===== src/rtl/asram_pkg.sv =====
package asram_pkg;

  typedef enum logic [1:0] {
    ST_IDLE  = 2'd0,
    ST_WRITE = 2'd1,
    ST_READ  = 2'd2,
    ST_TURN  = 2'd3
  } asram_st_e;

  function automatic int unsigned umax(input int unsigned a, input int unsigned b);
    return (a > b) ? a : b;
  endfunction

endpackage


===== src/rtl/asram_timer.sv =====
// Down-counter for phase lengths; zero_o marks the last cycle of a phase.
module asram_timer #(
  parameter int unsigned CNT_W = 4
) (
  input  logic             clk_i,
  input  logic             rst_ni,
  input  logic             load_i,
  input  logic [CNT_W-1:0] load_val_i,
  output logic             zero_o
);

  logic [CNT_W-1:0] cnt_q;

  always_ff @(posedge clk_i or negedge rst_ni) begin
    if (!rst_ni)             cnt_q <= '0;
    else if (load_i)         cnt_q <= load_val_i;
    else if (cnt_q != '0)    cnt_q <= cnt_q - 1'b1;
  end

  assign zero_o = (cnt_q == '0);

endmodule


===== src/rtl/asram_dpath.sv =====
// Address, write data and read capture registers.
module asram_dpath #(
  parameter int unsigned ADDR_W = 20,
  parameter int unsigned DATA_W = 16
) (
  input  logic              clk_i,
  input  logic              rst_ni,
  input  logic              accept_i,
  input  logic              capture_i,
  input  logic [ADDR_W-1:0] addr_i,
  input  logic [DATA_W-1:0] wdata_i,
  input  logic [DATA_W-1:0] bus_i,
  output logic [ADDR_W-1:0] addr_o,
  output logic [DATA_W-1:0] wdata_o,
  output logic [DATA_W-1:0] rdata_o
);

  logic [ADDR_W-1:0] addr_q;
  logic [DATA_W-1:0] wdata_q;
  logic [DATA_W-1:0] rdata_q;

  always_ff @(posedge clk_i or negedge rst_ni) begin
    if (!rst_ni) begin
      addr_q  <= '0;
      wdata_q <= '0;
    end else if (accept_i) begin
      addr_q  <= addr_i;
      wdata_q <= wdata_i;
    end
  end

  always_ff @(posedge clk_i or negedge rst_ni) begin
    if (!rst_ni)        rdata_q <= '0;
    else if (capture_i) rdata_q <= bus_i;
  end

  assign addr_o  = addr_q;
  assign wdata_o = wdata_q;
  assign rdata_o = rdata_q;

endmodule


===== src/rtl/asram_seq.sv =====
// Phase sequencer; all memory strobes leave this module from flops.
module asram_seq
  import asram_pkg::*;
#(
  parameter int unsigned LANES    = 2,
  parameter int unsigned RD_LEN   = 6,
  parameter int unsigned WR_LEN   = 6,
  parameter int unsigned TURN_LEN = 2
) (
  input  logic             clk_i,
  input  logic             rst_ni,
  input  logic             valid_i,
  input  logic             write_i,
  input  logic [LANES-1:0] be_i,
  output logic             ready_o,
  output logic             accept_o,
  output logic             capture_o,
  output logic             done_o,
  output logic             sel_o,
  output logic             we_o,
  output logic             oe_o,
  output logic [LANES-1:0] lane_o,
  output logic             drv_o
);

  localparam int unsigned MAX_LEN = umax(umax(RD_LEN, WR_LEN), TURN_LEN);
  localparam int unsigned CNT_W   = $clog2(MAX_LEN + 1);
  localparam logic [CNT_W-1:0] RD_LOAD   = CNT_W'(RD_LEN - 1);
  localparam logic [CNT_W-1:0] WR_LOAD   = CNT_W'(WR_LEN - 1);
  localparam logic [CNT_W-1:0] TURN_LOAD = CNT_W'(TURN_LEN - 1);

  asram_st_e        st_q, st_d;
  logic             tmr_load, tmr_zero;
  logic [CNT_W-1:0] tmr_val;
  logic [LANES-1:0] be_q, be_d;
  logic             accept, capture, fin_d;

  logic             sel_q, we_q, oe_q, drv_q, done_q;
  logic [LANES-1:0] lane_q;

  asram_timer #(.CNT_W(CNT_W)) u_timer (
    .clk_i      (clk_i),
    .rst_ni     (rst_ni),
    .load_i     (tmr_load),
    .load_val_i (tmr_val),
    .zero_o     (tmr_zero)
  );

  always_comb begin
    st_d     = st_q;
    tmr_load = 1'b0;
    tmr_val  = '0;
    accept   = 1'b0;
    capture  = 1'b0;
    fin_d    = 1'b0;
    unique case (st_q)
      ST_IDLE: if (valid_i) begin
        accept   = 1'b1;
        tmr_load = 1'b1;
        st_d     = write_i ? ST_WRITE : ST_READ;
        tmr_val  = write_i ? WR_LOAD : RD_LOAD;
      end
      ST_WRITE: if (tmr_zero) begin
        st_d  = ST_IDLE;
        fin_d = 1'b1;
      end
      ST_READ: if (tmr_zero) begin
        capture  = 1'b1;
        fin_d    = 1'b1;
        tmr_load = 1'b1;
        tmr_val  = TURN_LOAD;
        st_d     = ST_TURN;
      end
      ST_TURN: if (tmr_zero) st_d = ST_IDLE;
      default: st_d = ST_IDLE;
    endcase
  end

  assign be_d = accept ? be_i : be_q;

  always_ff @(posedge clk_i or negedge rst_ni) begin
    if (!rst_ni) begin
      st_q   <= ST_IDLE;
      be_q   <= '0;
      sel_q  <= 1'b0;
      we_q   <= 1'b0;
      oe_q   <= 1'b0;
      drv_q  <= 1'b0;
      lane_q <= '0;
      done_q <= 1'b0;
    end else begin
      st_q   <= st_d;
      be_q   <= be_d;
      sel_q  <= (st_d == ST_WRITE) || (st_d == ST_READ);
      we_q   <= (st_d == ST_WRITE);
      oe_q   <= (st_d == ST_READ);
      drv_q  <= (st_d == ST_WRITE);
      lane_q <= ((st_d == ST_WRITE) || (st_d == ST_READ)) ? be_d : '0;
      done_q <= fin_d;
    end
  end

  assign ready_o   = (st_q == ST_IDLE);
  assign accept_o  = accept;
  assign capture_o = capture;
  assign done_o    = done_q;
  assign sel_o     = sel_q;
  assign we_o      = we_q;
  assign oe_o      = oe_q;
  assign lane_o    = lane_q;
  assign drv_o     = drv_q;

  assert_we_oe_excl_R9: assert property (@(posedge clk_i) disable iff (!rst_ni)
    !(we_q && oe_q));
  assert_no_drive_on_read_R9: assert property (@(posedge clk_i) disable iff (!rst_ni)
    drv_q |-> !oe_q);
  assert_done_pulse_R4: assert property (@(posedge clk_i) disable iff (!rst_ni)
    done_q |=> !done_q);
  assert_busy_after_accept_R6: assert property (@(posedge clk_i) disable iff (!rst_ni)
    accept |=> !ready_o);
  assert_turn_quiet_R5: assert property (@(posedge clk_i) disable iff (!rst_ni)
    $fell(oe_q) |-> (!drv_q && !sel_q && !ready_o));
  assert_lanes_stable_R3: assert property (@(posedge clk_i) disable iff (!rst_ni)
    (sel_q && $past(sel_q)) |-> $stable(lane_q));

endmodule


===== src/rtl/asram_ctrl.sv =====
module asram_ctrl #(
  parameter int unsigned ADDR_W   = 20,
  parameter int unsigned RD_CYC   = 6,
  parameter int unsigned OE_CYC   = 3,
  parameter int unsigned WR_CYC   = 6,
  parameter int unsigned WP_CYC   = 4,
  parameter int unsigned DW_CYC   = 3,
  parameter int unsigned TURN_CYC = 2
) (
  input  logic              clk_i,
  input  logic              rst_ni,
  input  logic              req_valid_i,
  output logic              req_ready_o,
  input  logic              req_write_i,
  input  logic [ADDR_W-1:0] req_addr_i,
  input  logic [1:0]        req_be_i,
  input  logic [15:0]       req_wdata_i,
  output logic              rsp_done_o,
  output logic [15:0]       rsp_rdata_o,
  output logic [ADDR_W-1:0] mem_addr_o,
  output logic              mem_cs1_no,
  output logic              mem_cs2_o,
  output logic              mem_we_no,
  output logic              mem_oe_no,
  output logic              mem_lb_no,
  output logic              mem_ub_no,
  output logic [15:0]       mem_dq_o,
  output logic              mem_dq_oe_o,
  input  logic [15:0]       mem_dq_i
);
  import asram_pkg::*;

  localparam int unsigned DATA_W   = 16;
  localparam int unsigned LANES    = DATA_W / 8;
  localparam int unsigned RD_LEN   = umax(umax(RD_CYC, OE_CYC), 1);
  localparam int unsigned WR_LEN   = umax(umax(WR_CYC, WP_CYC), umax(DW_CYC, 1));
  localparam int unsigned TURN_LEN = umax(TURN_CYC, 1);

  logic             accept, capture;
  logic             sel, we, oe, drv;
  logic [LANES-1:0] lane;

  asram_seq #(
    .LANES    (LANES),
    .RD_LEN   (RD_LEN),
    .WR_LEN   (WR_LEN),
    .TURN_LEN (TURN_LEN)
  ) u_seq (
    .clk_i     (clk_i),
    .rst_ni    (rst_ni),
    .valid_i   (req_valid_i),
    .write_i   (req_write_i),
    .be_i      (req_be_i),
    .ready_o   (req_ready_o),
    .accept_o  (accept),
    .capture_o (capture),
    .done_o    (rsp_done_o),
    .sel_o     (sel),
    .we_o      (we),
    .oe_o      (oe),
    .lane_o    (lane),
    .drv_o     (drv)
  );

  asram_dpath #(
    .ADDR_W (ADDR_W),
    .DATA_W (DATA_W)
  ) u_dpath (
    .clk_i     (clk_i),
    .rst_ni    (rst_ni),
    .accept_i  (accept),
    .capture_i (capture),
    .addr_i    (req_addr_i),
    .wdata_i   (req_wdata_i),
    .bus_i     (mem_dq_i),
    .addr_o    (mem_addr_o),
    .wdata_o   (mem_dq_o),
    .rdata_o   (rsp_rdata_o)
  );

  assign mem_cs1_no  = ~sel;
  assign mem_cs2_o   = sel;
  assign mem_we_no   = ~we;
  assign mem_oe_no   = ~oe;
  assign mem_lb_no   = ~lane[0];
  assign mem_ub_no   = ~lane[1];
  assign mem_dq_oe_o = drv;

  assert_addr_stable_R7: assert property (@(posedge clk_i) disable iff (!rst_ni)
    (mem_cs2_o && $past(mem_cs2_o)) |-> $stable(mem_addr_o));
  assert_we_needs_sel_R2: assert property (@(posedge clk_i) disable iff (!rst_ni)
    !mem_we_no |-> (!mem_cs1_no && mem_cs2_o));
  assert_wdata_stable_R2: assert property (@(posedge clk_i) disable iff (!rst_ni)
    (!mem_we_no && $past(!mem_we_no)) |-> $stable(mem_dq_o));

endmodule


===== config.mk =====
export PLATFORM = sky130hd
export DESIGN_NAME = asram_ctrl
export DESIGN_NICKNAME = d
export VERILOG_FILES = /design/src/rtl/asram_pkg.sv /design/src/rtl/asram_timer.sv /design/src/rtl/asram_dpath.sv /design/src/rtl/asram_seq.sv /design/src/rtl/asram_ctrl.sv
export SDC_FILE = /design/constraint.sdc
export NUM_CORES = 1
export LEC_CHECK = 0
export CAP_MARGIN = 20
export CORE_UTILIZATION = 29
export CTS_CLUSTER_SIZE = 24
export DETAILED_ROUTE_END_ITERATION = 8
export PLACE_DENSITY = 0.62
export SYNTH_ARGS = -nofsm -noshare
export SYNTH_HDL_FRONTEND = slang
export SYNTH_SLANG_ARGS = --single-unit

===== constraint.sdc =====
create_clock -name clk_i -period 2 [get_ports clk_i]
set_input_delay 0.3 -clock clk_i [delete_from_list [all_inputs] [get_ports clk_i]]
set_output_delay 0.3 -clock clk_i [all_outputs]
set_load 0.005 [all_outputs]

Word level (Yosys, flattened, before mapping) --
Index checks and enable logic that the tools add are counted.
Storage, ports and cells: input port bits 58, register bits after elaboration 65, output and inout port bits 61, word-level logic and storage cells 47
Operators by class: add/subtract/negate cells 1, eq/ne operators 5, bitwise gates (word level) 5, mux-type cells 18, reduce and logical (&&, ||, !) cells 7
Operator list (number):
- $mux W2 | 6
- $mux W3 | 3
- $eq A2 B2 Y1 const B | 3
- $mux W1 | 6
- $pmux W2 S3 | 1
- $pmux W3 S2 | 1
- $not A1 Y1 | 5
- $eq A2 B1 Y1 const B | 2
- $reduce_or A2 Y1 | 2
- $logic_not A3 Y1 | 1
- $reduce_bool A3 Y1 | 1
- $sub A3 B1 Y3 const B | 1
- $logic_not A2 Y1 | 1
- $pmux W1 S2 | 1
- $reduce_bool A2 Y1 | 1
- $logic_or A1 B1 Y1 | 1

Depth between registers and ports, before layout --
Gate-level depths: netlist (run 1).
depth after elaboration 6, depth in mapped cells 9

By module --
Synthesis (run 1) repeated with hierarchy kept, for this count alone.
Unflattened totals: cells, all modules 180, area total of the unflattened synthesis 2861.5 µm²
By module, submodules not included:
- asram_dpath | seq. area each 1301.2 µm², cells an instance 110, area an instance 2130.8 µm², times used 1
- asram_seq | seq. area each 250.2 µm², cells an instance 44, area an instance 511.7 µm², times used 1
- asram_timer | seq. area each 75.1 µm², cells an instance 21, area an instance 200.2 µm², times used 1
- asram_ctrl | seq. area each 0.0 µm², cells an instance 5, area an instance 18.8 µm², times used 1

Worst setup path before layout (run 1) --
Ideal clock, no wire load.
path kind reg2reg, from reg u_seq.u_timer.cnt_q[0], to reg u_seq.lane_q[0] (netlist: u_seq.lane_o[0]), arrival time 1759 ps, library setup time 119 ps, clock period less this slack 1878 ps, setup slack 122 ps, cell stages (with the launch flop) 10, data required time 1881 ps, path through dfrtp_1 -> inv_1 -> ha_1 -> nor2b_1 -> buf_4 -> o21ba_2 -> o31a_1 -> ha_1 -> inv_1 -> and2_1
On the way: word-level cells in the longest chain between the ends 6, elaborated cells between the ends (all ways) 8, those cells by class 2 x eq/ne; 4 x mux; 2 x reduce/logical
Ends and longest elaborated chain:
- start: declaration | line asram_timer.sv:12 | logic [CNT_W-1:0] cnt_q;
- start signal: assignment | line asram_timer.sv:16 | else if (load_i) cnt_q <= load_val_i;
- start signal: assignment | line asram_timer.sv:17 | else if (cnt_q != '0) cnt_q <= cnt_q - 1'b1;
- $logic_not A3 Y1 (*) | line asram_timer.sv:20 | assign zero_o = (cnt_q == '0);
- $mux W2, on equally long branches | line asram_seq.sv:63, asram_seq.sv:74, asram_seq.sv:67
- $pmux W2 S3 (*) | line asram_seq.sv:56 | unique case (st_q)
- $eq A2 B1 Y1 or $eq A2 B2 Y1 (tied branches) | line asram_seq.sv:98 | lane_q <= ((st_d == ST_WRITE) || (st_d == ST_READ)) ? be_d : '0;
- $logic_or A1 B1 Y1 (*) | line asram_seq.sv:98
- $mux W2 (*) | line asram_seq.sv:98
- end signal: assignment | line asram_seq.sv:98
- end: declaration | line asram_seq.sv:39 | logic [LANES-1:0] lane_q;
Every way passes the cells marked *; elsewhere a longest branch is shown, timed or not. A chain may end at the register's enable or synchronous reset.

Worst setup path in the final report (run 1) --
from reg u_seq.st_q[0], to out req_ready_o
On the way: word-level cells in the longest chain between the ends 1
Ends and longest elaborated chain:
- start: declaration | line asram_seq.sv:32 | asram_st_e st_q, st_d;
- start signal: assignment | line asram_seq.sv:92 | st_q <= st_d;
- $logic_not A2 Y1 | line asram_seq.sv:103 | assign ready_o = (st_q == ST_IDLE);
- end: declaration | line asram_ctrl.sv:13 | output logic req_ready_o,
No other way between the ends.

==> results of run 1 <==
## cells in the final DEF, fill, tap and decap left out, drive strengths merged, types with 2 or more instances in the layout
cell type	count
clkdlybuf4s50	117
dfrtp	65
mux2	54
inv	11
clkbuf	11
ha	8
buf	8
nor2	5
clkinv	5
and2	4
nor3	3
o21ai	3
nand2	3
o31ai	2
o31a	2
nor2b	2
## area by class of cell
cell class,instances,area [um2]
well taps,108,135.1
inverters,11,41.29
clock inverters,5,32.53
repair buffers,125,1266
flip-flops and latches,65,1627
multi-input cells,91,964.7
fillers,825,4608
clock buffers,11,131.4
## kinds of logic (layout without fill, tap and decap cells)
| logic type | count (synthesis) | after routing |
|---|---|---|
| flops | 65 | 65 |
| mux | 54 | 54 |
| simple gates | 19 | 19 |
| buf+inv | 17 | 152 |
| compound gates | 10 | 10 |
| fa+ha+maj | 8 | 8 |
## power by group through the flow
| stage | clock network [mW] | registers [mW] | logic (mW) |
|---|---|---|---|
| CTS | 0.994 | 2.33 | 3.05 |
| global placement | 0 | 2.32 | 2.98 |
| global route | 1.05 | 2.42 | 3.27 |
| floorplan | 0 | 2.36 | 1.32 |
| finish | 0.936 | 2.32 | 3.01 |
| detailed placement | 0 | 2.34 | 3.04 |
## layer usage
layer  vias to the layer above  share of wire (%)  track usage (%)
li1                        846                  -                -
met1                       861                 44            15.00
met2                        92                 44            18.85
met3                         3                 11            7.015
met4                         0               0.56            3.846
met5                         -                  0                0
## repair_timing
item | 4_1_cts | 5_1_grt
gates resized for setup | 1 | 2
pin swaps | 0 | 0
setup endpoints to repair | 1 | 3
## sequential cells by signal, indices dropped and copies added, names as in the netlist
signal,flops
u_seq.oe_o,1
u_dpath.rdata_o,16
u_seq.lane_o,2
u_seq.done_o,1
u_dpath.wdata_o,16
u_seq.sel_o,1
u_seq.drv_o,1
u_dpath.addr_o,20
u_seq.u_timer.cnt_q,3
u_seq.be_q,2
u_seq.st_q,2
## critical path, stage by stage, from the launching register on
cell	delay (ns)
dfrtp_1	0.44
inv_1	0.14
ha_4	0.19
clkdlybuf4s50_1	0.51
## per-stage QoR
step                      worst slack [ns]  cells  util [%]  hold slack, ns
after floorplan                     0.1221    173         -        0.004409
after global placement              0.1785    400     45.64          0.3818
after detailed placement           0.05095    400     45.64          0.3821
after CTS                         0.004329    416     47.53        0.003237
after global routing              0.009361    416     47.67         0.02842
final                              0.08286    416     47.67       -0.005039
## worst max path at each step
stage                            endpoint  slack, ns  cells after the start
after floorplan           u_seq.lane_o[0]       0.12                      9
after global placement    u_seq.lane_o[0]       0.18                      7
after detailed placement  u_seq.lane_o[0]       0.05                      7
after CTS                     req_ready_o      0.004                      3
after global routing          req_ready_o      0.009                      3
final                         req_ready_o       0.08                      3
==> impl_metrics.toml, run 1 <==
[finish]
postLayoutCellArea_um2 = 4198
area_growth_pct = 57.29
n_antenna_cell = 0
nets = 369
drive_above_1_share_pct = 26.30

[route]
drcViolationCount = 11
drt-pass1-iter-count = 6
drt.antenna.violating_nets = 0
vias_per_cell = 4.332
drtIter0Drc = 63
wirelength_um = 5665
routedWlPerCell_um = 13.62
num_vias = 1802

[logic_synthesis]
synthMuxAreaShare_pct = 25.18
yosys_warnings = 0
synth_top_family_by_area = "multiplexers"
ys_types = 23
synthTopCellsByArea = "dfrtp_1 61%, mux2_2 16%, mux2_4 9.6%"
ys.flop_type = "dfrtp_1"
yosysMostFrequentCell = "dfrtp_1"
synth-async-reset-ratio_pct = 100.0
syn_nets = 239
synthSimpleGateAreaFrac_pct = 4.032
synth_compound_area_share_pct = 2.625
synth-seq-area-share_pct = 60.95
synth_xor_xnor_area_share_pct = 0
yosys-top-cells-count = "65 x dfrtp_1, 37 x mux2_2, 17 x mux2_4"
synth_top_area_share_pct = 60.95
ys_seq_elements = 65
synth_area_um2 = 2669
avgSynthCellArea_um2 = 15.43
yosysTopAreaCell = "dfrtp_1"
synthAdderAreaFrac_pct = 3.751
synth_edf_count = 0
synth_cells = 173

[power]
leakagePower_nw = 1.854
power.total_mw = 6.268
p_int_mw = 4.499
seq_power_share_pct = 37.0
switchingPower_mw = 1.769
ir_drop_uv = 599.3
p_sw_share_pct = 28.23
comb_power_share_pct = 48.0
p_clk_share_pct = 14.9
powerDensity_nw_per_um2 = 1493

[timing]
slew_violations = 0
fmax_mhz = 521.6
fin_crit_ns = 1.917
skew_ns = 0.008431
relSlewSlack_pct = 55.93
tns_ns = 0
tightest_slew_ns = 0.6611
finalCritPeriodShare_pct = 95.86
hold_viol_final = 6
whs_ns = -0.005039
rsz0062_at_grt = "false"
finalSetupViolCount = 0

[cts]
cts_root_buffer = "clkbuf_8"
post_cts_buffers = 0
tritoncts = "built"
holdBufCountCts = 0
htreeDepth = 3
cts_sinks = 65
clkTransAtPathRegs_ns = 0.07
cts_buffer_depth = 2
clock_latency_ns = 0.33
cts_inserted_buffers = 9

[worst_setup_path]
r2r.worst_path.cells = 8
r2r_end = "u_seq.lane_o[0]"
critical_path_class = "register to output pin"
cp.required_ns = 1.70
startpoint = "u_seq.st_q[0]"
r2r_setup_slack_ns = 0.11
worst_setup_path_start_kind = "register"
cp_max_fo = 8
end_kind = "output pin"
worstPathArrival_ns = 1.62
rr_startpoint = "u_seq.u_timer.cnt_q[0]"

[global_routing]
grt_max_degree = 35
grt_pass1_wl_um = 9266
grt_antenna_before_repair = 0
grt_pass1_vias = 1933
overflow = 0
grtUsageTotal_pct = 12.45

[die]
fp.dieW_um = 97.93
initial_core_util_pct = 30.31
core_area_um2 = 8806
io-pin-count = 119
die_y_um = 97.93
die-area_um2 = 9590
rows = 34

[placement]
globalplace.congestion = 0.7465
post_dp_cell_area_um2 = 4019
port_buffers = 118
dp_hpwl_um = 4164

[run]
cap_violations = 0

[worst_hold_path]
hold_class = "input port to async pin"

[outcome]
violations = "design-rule violations, negative hold slack"
status = "finished, violations left"
(Power assumes the default switching activity.)
==> inputs of run 2 (changes only) <==
--- a/config.mk
+++ b/config.mk
@@ -6,10 +6,13 @@
 export NUM_CORES = 1
 export LEC_CHECK = 0
 export CAP_MARGIN = 20
+export CELL_PAD_IN_SITES_DETAIL_PLACEMENT = 0
+export CELL_PAD_IN_SITES_GLOBAL_PLACEMENT = 1
+export CORE_ASPECT_RATIO = 1.2
 export CORE_UTILIZATION = 29
 export CTS_CLUSTER_SIZE = 24
 export DETAILED_ROUTE_END_ITERATION = 8
-export PLACE_DENSITY = 0.62
+export PLACE_DENSITY = 0.76
 export SYNTH_ARGS = -nofsm -noshare
 export SYNTH_HDL_FRONTEND = slang
 export SYNTH_SLANG_ARGS = --single-unit
==> run 2 against run 1 <==
The run now ends clean. Design area up 0.72%. Die area hardly changed. Clock skew shrank 0.0018 ns. Register-to-register slack improved by 0.02 ns. Wire length is 0.88% lower. Critical path type unchanged.
==> impl_metrics.toml, run 2 (same netlist as run 1, synthesis figures left out) <==
[route]
routedWlPerCell_um = 13.09
drt-pass1-iter-count = 4
drtIter0Drc = 37
num_vias = 1824
drt.antenna.violating_nets = 0
wirelength_um = 5615
vias_per_cell = 4.252
drcViolationCount = 0

[timing]
setup_ws_ns = 0.08154
hold_viol_final = 0
fmax_mhz = 521.3
rsz0062_at_grt = "false"
relSlewSlack_pct = 78.16
slew_violations = 0
tns_ns = 0
tightest_slew_ns = 0.3248
finalCritPeriodShare_pct = 95.92
finalSetupViolCount = 0
fin_crit_ns = 1.918
skew_ns = 0.006624

[worst_setup_path]
cp_max_fo = 8
r2r.worst_path.cells = 8
worst_setup_path_start_kind = "register"
end_kind = "output pin"
worstPathArrival_ns = 1.62
r2r_end = "u_seq.lane_o[0]"
cp.required_ns = 1.70
worstPathCellList = "inv_1 > ha_4 > clkdlybuf4s50_1"
slowest_delay_ns = 0.50
r2r_setup_slack_ns = 0.13
critical_path_class = "register to output pin"
rr_startpoint = "u_seq.u_timer.cnt_q[0]"
cp_slowest_cell = "clkdlybuf4s50_1"

[cts]
tritoncts = "built"
cts_root_buffer = "clkbuf_8"
cts_buffer_depth = 2
cts_inserted_buffers = 9
cts_sinks = 65
clkTransAtPathRegs_ns = 0.07
htreeDepth = 3
clock_latency_ns = 0.33

[worst_hold_path]
hold_class = "input port to async pin"

[finish]
layout_common_cells = "117 x clkdlybuf4s50_1, 65 x dfrtp_1, 37 x mux2_2, 17 x mux2_4"
final_common_cell = "clkdlybuf4s50_1"
nets = 370
drive_above_1_share_pct = 26.86
area_growth_pct = 58.42
n_antenna_cell = 0
largest_register_ffs = 20

[global_routing]
grt_max_degree = 45
overflow = 0
grtUsageTotal_pct = 12.48
grt_pass1_wl_um = 9004
grt_antenna_before_repair = 0
grt_pass1_vias = 2001

[placement]
port_buffers = 118
dp_hpwl_um = 4112
preCtsSetupSlack_ns = 0.07443
globalplace.congestion = 0.7819

[die]
io-pin-count = 119
die_y_um = 107.1
die-area_um2 = 9592
rows = 38
initial_core_util_pct = 29.70
fp.dieW_um = 89.57
core_area_um2 = 8986

[power]
p_sw_share_pct = 27.91
p_int_mw = 4.554
comb_power_share_pct = 47.3
powerDensity_nw_per_um2 = 1494
p_clk_share_pct = 15.9
leakagePower_nw = 1.856
ir_drop_uv = 653.6
seq_power_share_pct = 36.8
switchingPower_mw = 1.763

[run]
cap_violations = 0

[outcome]
status = "finished clean"
run 2: cell types whose count changed in the layout (fill, tap and decap cells not counted):
cell	delta
buf_12	-1
buf_4	+1
clkbuf_1	-2
clkbuf_8	+2
clkinv_4	-2
clkinvlp_4	+2
dlygate4sd3_1	+1
run 2: worst max path at each step:
stage / slack [ns] / to / from
global route: 0.02 / req_ready_o / u_seq.st_q[0]
CTS: 0.006 / req_ready_o / u_seq.st_q[0]
finish: 0.08 / req_ready_o / u_seq.st_q[0]
floorplan: 0.12 / u_seq.lane_o[0] / u_seq.u_timer.cnt_q[0]
detailed placement: 0.07 / u_seq.lane_o[1] / req_valid_i
global placement: 0.16 / u_seq.lane_o[1] / req_valid_i
run 2: power by group through the flow:
| stage | clock network, mW | registers (mW) | logic, mW |
|---|---|---|---|
| finish | 1.01 | 2.33 | 2.99 |
| CTS | 1.06 | 2.33 | 3.03 |
| detailed placement | 0 | 2.34 | 3.01 |
| global route | 1.12 | 2.42 | 3.29 |
| global placement | 0 | 2.32 | 2.96 |
| floorplan | 0 | 2.36 | 1.32 |
run 2: repair_timing:
item / in CTS / in global routing
hold buffers: 1 / 0
endpoints found under the hold margin: 65 / 0
setup endpoints to repair: 1 / 3
gates resized for setup: 1 / 2
cloned: 0 / 0
buffers inserted: 0 / 0
run 2: stage by stage:
stage | total power [mW] | cells | area, um2 | hold WS, ns | util [%]
6_report | 6.317 | 429 | 4228 | 0.4962 | 47.05
2_1_floorplan | 3.682 | 173 | 2669 | 0.004409 | -
5_1_grt | 6.822 | 429 | 4228 | 0.5186 | 47.05
3_3_place_gp | 5.284 | 412 | 4021 | 0.3069 | 44.75
3_5_place_dp | 5.351 | 412 | 4021 | 0.3166 | 44.75
4_1_cts | 6.421 | 429 | 4215 | 0.4988 | 46.91
run 2: worst max-delay path, delay by kind of cell, from the launching register on:
| kind | cells | cell delay, ns |
|---|---|---|
| adder cells (fa/ha/maj) | 1 | 0.20 |
| flip-flops | 1 | 0.44 |
| buffers and inverters | 2 | 0.65 |
run 2: routing by layer:
layer	wire length (um)	share of wire (%)	global-route usage [%]	up-vias
li1	-	-	-	850
met1	2273	40	13.58	879
met2	2742	49	21.00	85
met3	495	8.8	4.773	10
met4	104	1.9	5.782	0
met5	0	0	0	-
run 2: layout make-up:
class | instances | area (um2)
Clock buffer | 11 | 151.4
Clock inverter | 5 | 30.03
Fill cell | 816 | 4758
Inverter | 11 | 41.29
Multi-Input combinational cell | 91 | 964.7
Sequential cell | 65 | 1627
Tap cell | 120 | 150.1
Timing Repair Buffer | 126 | 1264
==> inputs of run 3 (changes only) <==
--- a/config.mk
+++ b/config.mk
@@ -5,10 +5,11 @@
 export SDC_FILE = /design/constraint.sdc
 export NUM_CORES = 1
 export LEC_CHECK = 0
-export CAP_MARGIN = 20
+export CAP_MARGIN = 25
 export CELL_PAD_IN_SITES_DETAIL_PLACEMENT = 0
 export CELL_PAD_IN_SITES_GLOBAL_PLACEMENT = 1
 export CORE_ASPECT_RATIO = 1.2
+export CORE_MARGIN = 2
 export CORE_UTILIZATION = 29
 export CTS_CLUSTER_SIZE = 24
 export DETAILED_ROUTE_END_ITERATION = 8
==> run 3 against run 2 <==
Hold slack worse by 0.0031 ns. Combinational power about the same. Wire length increased by 3.4%. Cell count is 0.47% lower. Register-to-register slack about the same. Clock-buffer cell count grew 1. Sequential power about the same. Critical path depth unchanged. Clock power is 9.9% higher. Largest cell class unchanged. Largest power group unchanged.
==> impl_metrics.toml, run 3 (same netlist as run 1, synthesis figures left out) <==
[cts]
cts_root_buffer = "clkbuf_8"
clock_latency_ns = 0.33
cts_sinks = 65
clkTransAtPathRegs_ns = 0.06
post_cts_buffers = 0
htreeDepth = 3
tritoncts = "built"
cts_inserted_buffers = 9
cts_buffer_depth = 2

[worst_setup_path]
r2r_setup_slack_ns = 0.12
cp.required_ns = 1.70
r2r.worst_path.cells = 8
critical_path_class = "register to output pin"
worstPathArrival_ns = 1.58
startpoint = "u_seq.st_q[0]"
end_kind = "output pin"
cp_max_fo = 8
worst_setup_path_start_kind = "register"
r2r_end = "u_seq.lane_o[1]"
rr_startpoint = "u_seq.u_timer.cnt_q[0]"

[die]
die_y_um = 109.1
initial_core_util_pct = 29.70
rows = 38
die-area_um2 = 9989
fp.dieW_um = 91.57
core_area_um2 = 8986
io-pin-count = 119

[worst_hold_path]
hold_class = "register to register"
min_to = "u_seq.be_q[0]"
worstHoldPathCells = 1
min_from = "u_seq.be_q[0]"

[placement]
dp_hpwl_um = 4102
globalplace.congestion = 0.7065
port_buffers = 118

[timing]
relSlewSlack_pct = 75.72
rsz0062_at_grt = "false"
tns_ns = 0
fmax_mhz = 531.0
hold_viol_final = 0
tightest_slew_ns = 0.3643
fin_crit_ns = 1.883
slew_violations = 0
finalSetupViolCount = 0
skew_ns = 0.004951
finalCritPeriodShare_pct = 94.17

[finish]
layout_common_cells = "117 x clkdlybuf4s50_1, 65 x dfrtp_1, 37 x mux2_2, 17 x mux2_4, 11 x clkbuf_8"
largest_register_ffs = 20
drive_above_1_share_pct = 26.71
final_common_cell = "clkdlybuf4s50_1"
nets = 369
area_growth_pct = 58.65
n_antenna_cell = 0

[global_routing]
grt_pass1_vias = 1953
overflow = 0
grtUsageTotal_pct = 12.21
grt_antenna_before_repair = 0
grt_max_degree = 66
grt_pass1_wl_um = 9342

[route]
vias_per_cell = 4.293
num_vias = 1833
routedWlPerCell_um = 13.60
drt.antenna.violating_nets = 0
wirelength_um = 5808
drt-pass1-iter-count = 4
drtIter0Drc = 37
drcViolationCount = 0

[power]
leakagePower_nw = 1.860
powerDensity_nw_per_um2 = 1516
ir_drop_uv = 613.8
power.total_mw = 6.420

[outcome]
status = "finished clean"

[run]
cap_violations = 0
run 3: worst max-delay path: stages (launching register included):
cell             delay [ns]
dfrtp_1                0.44
inv_2                  0.11
ha_4                   0.18
clkdlybuf4s50_1        0.51
run 3: worst max path at each step:
stage	slack, ns	endpoint	cells after the start
after CTS	0.05	req_ready_o	3
after global routing	0.001	u_seq.lane_o[1]	8
after detailed placement	0.08	u_seq.lane_o[1]	7
final	0.12	req_ready_o	3
after global placement	0.17	u_seq.lane_o[0]	7
after floorplan	0.12	u_seq.lane_o[0]	9
run 3: power breakdown:
part	total [mW]	switching [mW]	internal, mW	leakage [nW]
sequential	2.32	0.334	1.99	0.770
clock	1.11	0.473	0.633	0.102
combinational	2.99	0.936	2.05	0.988
run 3: final cells by class:
type                    instances  area [um2]
fillers                       822        4752
clock inverters                 3       40.04
well taps                     120       150.1
clock buffers                  12       155.1
flip-flops and latches         65        1627
repair buffers                125        1256
multi-input cells              91       964.7
inverters                      11       41.29
run 3: per-layer routing:
metal / track usage (%) / vias to the layer above / part of all wire [%]
met5: 0 / - / 0
met4: 7.143 / 0 / 2.2
met3: 4.008 / 10 / 8.4
met2: 19.70 / 90 / 48
met1: 14.25 / 888 / 41
li1: - / 845 / -
run 3: per-stage QoR:
| stage | setup WS (ns) | cells | util [%] | hold slack [ns] | area [um2] |
|---|---|---|---|---|---|
| floorplan | 0.1221 | 173 | - | 0.004409 | 2669 |
| global placement | 0.1654 | 411 | 44.67 | 0.3485 | 4014 |
| detailed placement | 0.08033 | 411 | 44.67 | 0.3501 | 4014 |
| CTS | 0.05138 | 427 | 47.09 | 0.4991 | 4232 |
| global route | 0.001056 | 427 | 47.12 | 0.5178 | 4234 |
| finish | 0.1167 | 427 | 47.12 | 0.4930 | 4234 |
run 3: what timing repair did:
| item | in CTS | in global routing |
|---|---|---|
| endpoints found under the hold margin | 65 | 0 |
| gates resized for setup | 2 | 3 |
| endpoints found under the setup margin | 1 | 3 |
| hold buffers | 1 | 0 |
